--- src/rtl/pwr_mode_pkg.sv ---
// Shared types for the power mode sequencer.
// Assumes the mode codes below are visible to software and stay fixed.
package pwr_mode_pkg;

    localparam int MODE_W = 3;

    typedef enum logic [MODE_W-1:0] {
        PM_FULL   = 3'd0,
        PM_ACTIVE = 3'd1,
        PM_SLEEP  = 3'd2,
        PM_DEEP   = 3'd3,
        PM_HIBER  = 3'd4
    } pm_mode_e;

    typedef struct packed {
        logic cclk_en;
        logic sclk_en;
        logic byp_en;
        logic vreg_en;
        logic pad_hiz;
        logic dma_ok;
    } pm_ctl_t;

endpackage

--- src/rtl/pm_sync.sv ---
// Multi-stage flop synchroniser, one independent chain per bit.
// Assumes STAGES >= 2. Each chain clears to zero under synchronous reset.
module pm_sync #(
    parameter int WIDTH  = 2,
    parameter int STAGES = 2
) (
    input  logic             clk,
    input  logic             rst_n,
    input  logic [WIDTH-1:0] async_i,
    output logic [WIDTH-1:0] sync_o
);
    for (genvar g = 0; g < WIDTH; g++) begin : g_bit
        logic [STAGES-1:0] chain;

        // Shift the raw input through the flop chain.
        always_ff @(posedge clk) begin
            if (!rst_n) chain <= '0;
            else        chain <= {chain[STAGES-2:0], async_i[g]};
        end

        assign sync_o[g] = chain[STAGES-1];
    end
endmodule

--- src/rtl/pm_req_check.sv ---
// Checks software requests against the current mode and the PLL enable bit.
// Produces a go/target pair for a legal request and a bad flag for one that
// is refused. A write of the zero regulator code wins over a same-cycle request.
module pm_req_check
    import pwr_mode_pkg::*;
#(
    parameter int VR_W = 2
) (
    input  pm_mode_e               cur_mode,
    input  logic                   req_valid,
    input  logic [MODE_W-1:0]      req_mode,
    input  logic                   pll_en,
    input  logic                   vr_wr,
    input  logic [VR_W-1:0]        vr_freq,
    output logic                   sw_go,
    output pm_mode_e               sw_target,
    output logic                   sw_bad
);
    localparam logic [VR_W-1:0] VR_OFF = '0;

    logic awake;
    logic hib_wr;
    logic legal;

    assign awake  = (cur_mode == PM_FULL) || (cur_mode == PM_ACTIVE);
    assign hib_wr = vr_wr && (vr_freq == VR_OFF);

    // Decide whether the requested code is a legal target from the current mode.
    always_comb begin
        legal = 1'b0;
        unique case (req_mode)
            3'd0:    legal = (cur_mode == PM_ACTIVE) && pll_en;
            3'd1:    legal = (cur_mode == PM_FULL);
            3'd2:    legal = pll_en;
            3'd3:    legal = 1'b1;
            default: legal = 1'b0;
        endcase
        legal = legal && awake;
    end

    // Pick between a hibernate write and a mode request, and flag refusals.
    always_comb begin
        sw_go     = 1'b0;
        sw_target = cur_mode;
        sw_bad    = 1'b0;
        if (hib_wr) begin
            sw_go     = awake;
            sw_target = PM_HIBER;
            sw_bad    = !awake || req_valid;
        end else if (req_valid) begin
            sw_go     = legal;
            sw_target = pm_mode_e'(req_mode);
            sw_bad    = !legal;
        end
    end
endmodule

--- src/rtl/pm_mode_fsm.sv ---
// Holds the current mode and the sticky error flag.
// Priority: synchronised reset request, then the exit rule of the current
// mode, then a legal software request (taken only in full-on or active).
module pm_mode_fsm
    import pwr_mode_pkg::*;
(
    input  logic     clk,
    input  logic     rst_n,
    input  logic     rst_s,
    input  logic     rtc_s,
    input  logic     wake_evt,
    input  logic     bypass,
    input  logic     sw_go,
    input  pm_mode_e sw_target,
    input  logic     sw_bad,
    input  logic     err_clr,
    output pm_mode_e mode_o,
    output logic     err_o
);
    pm_mode_e mode_q, mode_d;
    logic     err_q;

    // Work out the next mode from the wake sources and software.
    always_comb begin
        mode_d = mode_q;
        if (rst_s) begin
            mode_d = PM_FULL;
        end else begin
            unique case (mode_q)
                PM_SLEEP: if (wake_evt) mode_d = bypass ? PM_ACTIVE : PM_FULL;
                PM_DEEP,
                PM_HIBER: if (rtc_s) mode_d = PM_ACTIVE;
                default:  if (sw_go) mode_d = sw_target;
            endcase
        end
    end

    // Register the mode and the sticky error flag.
    always_ff @(posedge clk) begin
        if (!rst_n) begin
            mode_q <= PM_FULL;
            err_q  <= 1'b0;
        end else begin
            mode_q <= mode_d;
            err_q  <= sw_bad || (err_q && !err_clr);
        end
    end

    assign mode_o = mode_q;
    assign err_o  = err_q;

    // a synchronised reset request always lands in full-on.
    p_rst_prio_r11: assert property (@(posedge clk) disable iff (!rst_n)
        rst_s |=> mode_q == PM_FULL);

    // the BYPASS bit picks the sleep exit target.
    p_sleep_wake_r5: assert property (@(posedge clk) disable iff (!rst_n)
        (mode_q == PM_SLEEP && !rst_s && wake_evt) |=>
        mode_q == ($past(bypass) ? PM_ACTIVE : PM_FULL));

    // deep sleep holds until the RTC interrupt or a reset request.
    p_deep_hold_r6: assert property (@(posedge clk) disable iff (!rst_n)
        (mode_q == PM_DEEP && !rst_s && !rtc_s) |=> mode_q == PM_DEEP);

    // the RTC interrupt takes deep sleep to active.
    p_deep_rtc_r6: assert property (@(posedge clk) disable iff (!rst_n)
        (mode_q == PM_DEEP && !rst_s && rtc_s) |=> mode_q == PM_ACTIVE);

    // hibernate holds until the RTC interrupt or a reset request.
    p_hib_hold_r8: assert property (@(posedge clk) disable iff (!rst_n)
        (mode_q == PM_HIBER && !rst_s && !rtc_s) |=> mode_q == PM_HIBER);

    // the error flag is sticky until cleared.
    p_err_sticky_r10: assert property (@(posedge clk) disable iff (!rst_n)
        (err_q && !err_clr) |=> err_q);
endmodule

--- src/rtl/pm_out_decode.sv ---
// Turns the current mode into the gating, regulator, pad and DMA controls.
// Pure decode. Assumes the mode is already registered, so the outputs are glitch-free.
module pm_out_decode
    import pwr_mode_pkg::*;
(
    input  logic     clk,
    input  logic     rst_n,
    input  pm_mode_e mode_i,
    output pm_ctl_t  ctl_o
);
    // Map each mode to its control pattern.
    always_comb begin
        ctl_o = '0;
        unique case (mode_i)
            PM_FULL:   ctl_o = '{cclk_en:1'b1, sclk_en:1'b1, byp_en:1'b0,
                                 vreg_en:1'b1, pad_hiz:1'b0, dma_ok:1'b1};
            PM_ACTIVE: ctl_o = '{cclk_en:1'b1, sclk_en:1'b1, byp_en:1'b1,
                                 vreg_en:1'b1, pad_hiz:1'b0, dma_ok:1'b1};
            PM_SLEEP:  ctl_o = '{cclk_en:1'b0, sclk_en:1'b1, byp_en:1'b0,
                                 vreg_en:1'b1, pad_hiz:1'b0, dma_ok:1'b0};
            PM_DEEP:   ctl_o = '{cclk_en:1'b0, sclk_en:1'b0, byp_en:1'b0,
                                 vreg_en:1'b1, pad_hiz:1'b0, dma_ok:1'b0};
            default:   ctl_o = '{cclk_en:1'b0, sclk_en:1'b0, byp_en:1'b0,
                                 vreg_en:1'b0, pad_hiz:1'b1, dma_ok:1'b0};
        endcase
    end

    // the core clock never runs without the system clock.
    p_clk_order_r2: assert property (@(posedge clk) disable iff (!rst_n)
        ctl_o.cclk_en |-> ctl_o.sclk_en);

    // DMA is allowed only while the core clock runs.
    p_dma_clk_r12: assert property (@(posedge clk) disable iff (!rst_n)
        ctl_o.dma_ok |-> ctl_o.cclk_en);

    // three-stated pads only with the supply and clocks off.
    p_hiz_off_r7: assert property (@(posedge clk) disable iff (!rst_n)
        ctl_o.pad_hiz |-> (!ctl_o.vreg_en && !ctl_o.sclk_en));
endmodule

--- src/rtl/pwr_mode_seq.sv ---
// Top of the power mode sequencer: synchroniser, request checker,
// mode register and output decode. Assumes all synchronous inputs are
// already in the clk domain. Only the RTC and reset request are asynchronous.
module pwr_mode_seq
    import pwr_mode_pkg::*;
#(
    parameter int SYNC_STAGES = 2,
    parameter int VR_W        = 2
) (
    input  logic              clk,
    input  logic              rst_n,
    input  logic              req_valid,
    input  logic [MODE_W-1:0] req_mode,
    input  logic              pll_en,
    input  logic              bypass,
    input  logic              vr_wr,
    input  logic [VR_W-1:0]   vr_freq,
    input  logic              wake_evt,
    input  logic              rtc_irq_async,
    input  logic              reset_req_async,
    input  logic              err_clr,
    output logic [MODE_W-1:0] cur_mode,
    output logic              cclk_en,
    output logic              sclk_en,
    output logic              pll_bypass_en,
    output logic              vreg_en,
    output logic              pad_hiz,
    output logic              dma_l1_ok,
    output logic              req_err
);
    logic [1:0] async_raw, async_sync;
    logic       rst_s, rtc_s;
    logic       sw_go, sw_bad;
    pm_mode_e   sw_target, mode;
    pm_ctl_t    ctl;

    assign async_raw = {reset_req_async, rtc_irq_async};
    assign rst_s     = async_sync[1];
    assign rtc_s     = async_sync[0];

    pm_sync #(.WIDTH(2), .STAGES(SYNC_STAGES)) u_sync (
        .clk     (clk),
        .rst_n   (rst_n),
        .async_i (async_raw),
        .sync_o  (async_sync)
    );

    pm_req_check #(.VR_W(VR_W)) u_check (
        .cur_mode  (mode),
        .req_valid (req_valid),
        .req_mode  (req_mode),
        .pll_en    (pll_en),
        .vr_wr     (vr_wr),
        .vr_freq   (vr_freq),
        .sw_go     (sw_go),
        .sw_target (sw_target),
        .sw_bad    (sw_bad)
    );

    pm_mode_fsm u_fsm (
        .clk       (clk),
        .rst_n     (rst_n),
        .rst_s     (rst_s),
        .rtc_s     (rtc_s),
        .wake_evt  (wake_evt),
        .bypass    (bypass),
        .sw_go     (sw_go),
        .sw_target (sw_target),
        .sw_bad    (sw_bad),
        .err_clr   (err_clr),
        .mode_o    (mode),
        .err_o     (req_err)
    );

    pm_out_decode u_dec (
        .clk   (clk),
        .rst_n (rst_n),
        .mode_i(mode),
        .ctl_o (ctl)
    );

    assign cur_mode      = mode;
    assign cclk_en       = ctl.cclk_en;
    assign sclk_en       = ctl.sclk_en;
    assign pll_bypass_en = ctl.byp_en;
    assign vreg_en       = ctl.vreg_en;
    assign pad_hiz       = ctl.pad_hiz;
    assign dma_l1_ok     = ctl.dma_ok;

    // with the PLL off, full-on or sleep requests are refused and flagged.
    p_pll_refuse_r4: assert property (@(posedge clk) disable iff (!rst_n)
        (req_valid && !pll_en && !vr_wr && !rst_s &&
         (mode == PM_FULL || mode == PM_ACTIVE) &&
         (req_mode == 3'd0 || req_mode == 3'd2))
        |=> ($stable(cur_mode) && req_err));
endmodule

--- config.mk ---
export PLATFORM = sky130hd
export DESIGN_NAME = pwr_mode_seq
export DESIGN_NICKNAME = d
export VERILOG_FILES = /design/src/rtl/pwr_mode_pkg.sv /design/src/rtl/pm_sync.sv /design/src/rtl/pm_req_check.sv /design/src/rtl/pm_mode_fsm.sv /design/src/rtl/pm_out_decode.sv /design/src/rtl/pwr_mode_seq.sv
export SDC_FILE = /design/constraint.sdc
export NUM_CORES = 1
export LEC_CHECK = 0
export BUFFER_PORTS_ARGS = -buffer_cell sky130_fd_sc_hd__buf_2
export CAP_MARGIN = 30
export CORE_AREA = 3 3 40 42
export DETAILED_ROUTE_END_ITERATION = 8
export DIE_AREA = 0 0 43 45
export SETUP_SLACK_MARGIN = 0.15
export SYNTH_ARGS = -nofsm -noshare
export SYNTH_HDL_FRONTEND = slang
export SYNTH_SLANG_ARGS = --single-unit
--- constraint.sdc ---
create_clock -name clk -period 2.3 [get_ports clk]
set_input_delay 0.46 -clock clk [delete_from_list [all_inputs] [get_ports clk]]
set_output_delay 0.46 -clock clk [all_outputs]
set_load 0.01 [all_outputs]
==> flow_summary.json <==
{
  "status": "completed",
  "syn_inst": 49,
  "hold_end": "u_sync.g_bit[0].chain[0]$_SDFF_PN0_",
  "cts_sinks": 8,
  "reg2reg_from": "u_fsm.mode_o[2]$_SDFFE_PP0P_",
  "grt_max_degree": 10,
  "clockBufferDepth": 2,
  "drt_iter0_markers": 9,
  "synth-seq-cells": 8,
  "cpPeakStageDelay_ps": 390,
  "dr.pass1.iters": 4,
  "die_w_um": 43,
  "root_buffer": "clkbuf_4",
  "power_leakage_nw": 0.2644,
  "synth_top_area_share_pct": 38.44,
  "diodes": 0,
  "area_growth_pct": 34.83,
  "cp_max_fo": 9,
  "crit_arrival_ps": 1260,
  "finalHoldViolations": 0,
  "holdBufCountCts": 0,
  "synth_seq_area_share_pct": 38.44,
  "start_util_pct": 32.42,
  "final_area_um2": 561.8,
  "vias_per_cell": 4.898,
  "rr_endpoint": "u_fsm.mode_o[2]$_SDFFE_PP0P_",
  "required_ps": 1840,
  "synth_nets": 64,
  "drv_slew": 0,
  "die_area_um2": 1935,
  "worst_setup_path_end_kind": "output port",
  "path_clk_slew_ps": 50,
  "crit_chain": "nor2_1, and2_1, buf_2",
  "cts_made_buffers": 3,
  "synth_area_leader_cell": "dfxtp_1",
  "cts_resized": 0,
  "rsz0062_at_grt": "false",
  "routed_wl_um": 944,
  "overflow": 0,
  "report.final.setup_viol": 0,
  "power.density_nw_per_um2": 663.4,
  "worstMarginPinSlew_ps": 375.0,
  "num_rows": 13,
  "antenna_left": 0,
  "ir_drop_mv": 0.3674,
  "nets": 90,
  "cp_top_family": "simple AND/OR/NAND/NOR gates",
  "min_period_over_period_pct": 74.80,
  "r2r_slack_ps": 750,
  "placed_area_um2": 539.3,
  "clock_latency_ps": 260,
  "fmax_ghz": 0.5813,
  "ys_types": 26,
  "cts_setup_buffers": 0,
  "rr_worst_depth": 5,
  "antenna_found_initial": 0,
  "drc_errors": 0,
  "grt.total_usage_pct": 10.85,
  "dpl.hpwl_um": 719.7,
  "io_buffers": 24,
  "fin_tns_setup_ps": 0,
  "wl_per_cell_um": 10.73,
  "relSlewSlack_pct": 74.95,
  "worst_clock_skew_ps": 6.084,
  "cp_slowest_cell": "dfxtp_1",
  "drive_above_1_share_pct": 43.84,
  "hp-start": "rtc_irq_async",
  "cap_violations": 0,
  "boundaryPins": 25,
  "gp_congestion": 0.7610,
  "grt_pass1_wl_mm": 1.504,
  "htreeDepth": 1,
  "cp-start-kind": "register",
  "holdPathStages": 2,
  "avgSynthCellArea_um2": 8.503,
  "grt_pass1_vias": 357,
  "design.core.area_um2": 1285,
  "synth_area_leaders": "dfxtp_1 38%, and2_1 7.5%, nand2_1 4.5%, or3b_1 4.2%, nor2_1 3.6%",
  "yosysWarnings": 0,
  "via_count": 431,
  "worstSetupPathType": "reg -> out",
  "syn-cell-area_um2": 416.7,
  "cts_tree": "yes",
  "cp_num_buf_inv": 1,
  "post-route-min-period_ps": 1720,
  "n_fill_cell": 138,
  "die_y_um": 45,
  "hold_class": "in -> reg"
}
## area by class of cell
type                            count  area [µm²]  area share (%)
Timing Repair Buffer               24       120.1           21.38
Clock buffer                        3       22.52           4.009
Multi-Input combinational cell     37       236.5           42.09
Tap cell                           15       18.77           3.341
Sequential cell                     8       160.2           28.51
Inverter                            1       3.754          0.6682
## Yosys cell counts
cell type and count:
inv_1 1, o21bai_1 1, a21oi_2 1, o22ai_1 2, mux2_2 1, nand2_1 5, dfxtp_1 8, clkbuf_1 1
o21ai_0 2, nor2_1 4, a211oi_2 1, nand3_1 1, a21boi_0 1, nand2b_1 2, buf_4 1, o31a_1 1
or3b_1 2, nor2b_1 1, buf_2 1, o21ba_2 1, o211a_1 1, nor4_1 1, a21oi_1 2, xor2_1 1
nand2_2 1, and2_1 5
## worst reg2reg max path: stages (launching register included)
cell and delay, ps:
dfxtp_1 480, or3b_1 420, nand2_2 120, a211oi_2 60
nor2_1 220, o22ai_1 120
## kinds of logic after synthesis
| kind of cell | Yosys count | synth area share [%] |
|---|---|---|
| XOR/XNOR | 1 | 2.102 |
| AO/OA/AOI/OAI | 13 | 23.42 |
| AND/OR/NAND/NOR | 22 | 28.53 |
| flip-flops | 8 | 38.44 |
| buffers and inverters | 4 | 4.803 |
| multiplexers | 1 | 2.703 |
## power breakdown
| group | internal [W] | switching (W) |
|---|---|---|
| Clock | 0.0000598 | 0.0000492 |
| Sequential | 0.000150 | 0.0000128 |
| Combinational | 0.0000492 | 0.0000518 |
## worst max path at each step
stage	to	start	depth (start not counted)
after floorplan	u_fsm.mode_o[0]$_SDFFE_PP0P_	vr_freq[1]	6
after global placement	u_fsm.mode_o[2]$_SDFFE_PP0P_	vr_freq[1]	6
after detailed placement	u_fsm.mode_o[2]$_SDFFE_PP0P_	vr_freq[1]	6
after CTS	pll_bypass_en	u_fsm.mode_o[2]$_SDFFE_PP0P_	3
after global routing	pll_bypass_en	u_fsm.mode_o[2]$_SDFFE_PP0P_	3
final	pll_bypass_en	u_fsm.mode_o[2]$_SDFFE_PP0P_	3
## cell usage in the layout (no fill, tap or decap), types with 2 or more instances in the layout
cell | Yosys | final
a21oi_1 | 2 | 2
and2_1 | 5 | 5
buf_2 | 1 | 24
clkbuf_4 | 0 | 3
dfxtp_1 | 8 | 8
nand2_1 | 5 | 5
nand2b_1 | 2 | 2
nor2_1 | 4 | 4
o21ai_0 | 2 | 2
o22ai_1 | 2 | 2
or3b_1 | 2 | 2
## per-layer routing
| layer | wire, µm | vias up | track usage [%] |
|---|---|---|---|
| met5 | 0 | - | 0 |
| met4 | 8 | 0 | 3.614 |
| met3 | 145 | 4 | 7.570 |
| li1 | - | 219 | - |
| met2 | 382 | 27 | 16.17 |
| met1 | 407 | 181 | 12.38 |
## sequential cells by signal, summed over array words and instances (netlist names)
name                cells
u_fsm.err_o             1
u_fsm.mode_o            3
u_sync.g_bit.chain      4
## through the flow
stage | worst slack, ps | utilization [%] | total power [W] | hold slack (ps) | instances
finish | 579.6 | 43.72 | 0.0003727 | 411.0 | 88
global route | 466.1 | 43.72 | 0.0004034 | 401.7 | 88
CTS | 574.1 | 43.72 | 0.0003787 | 403.9 | 88
detailed placement | 603.8 | 41.97 | 0.0002681 | 418.8 | 85
global placement | 616.7 | 41.97 | 0.0002664 | 414.6 | 85
floorplan | 721.6 | - | 0.0002307 | 411.8 | 49
Power figures use the tool's default switching activity.
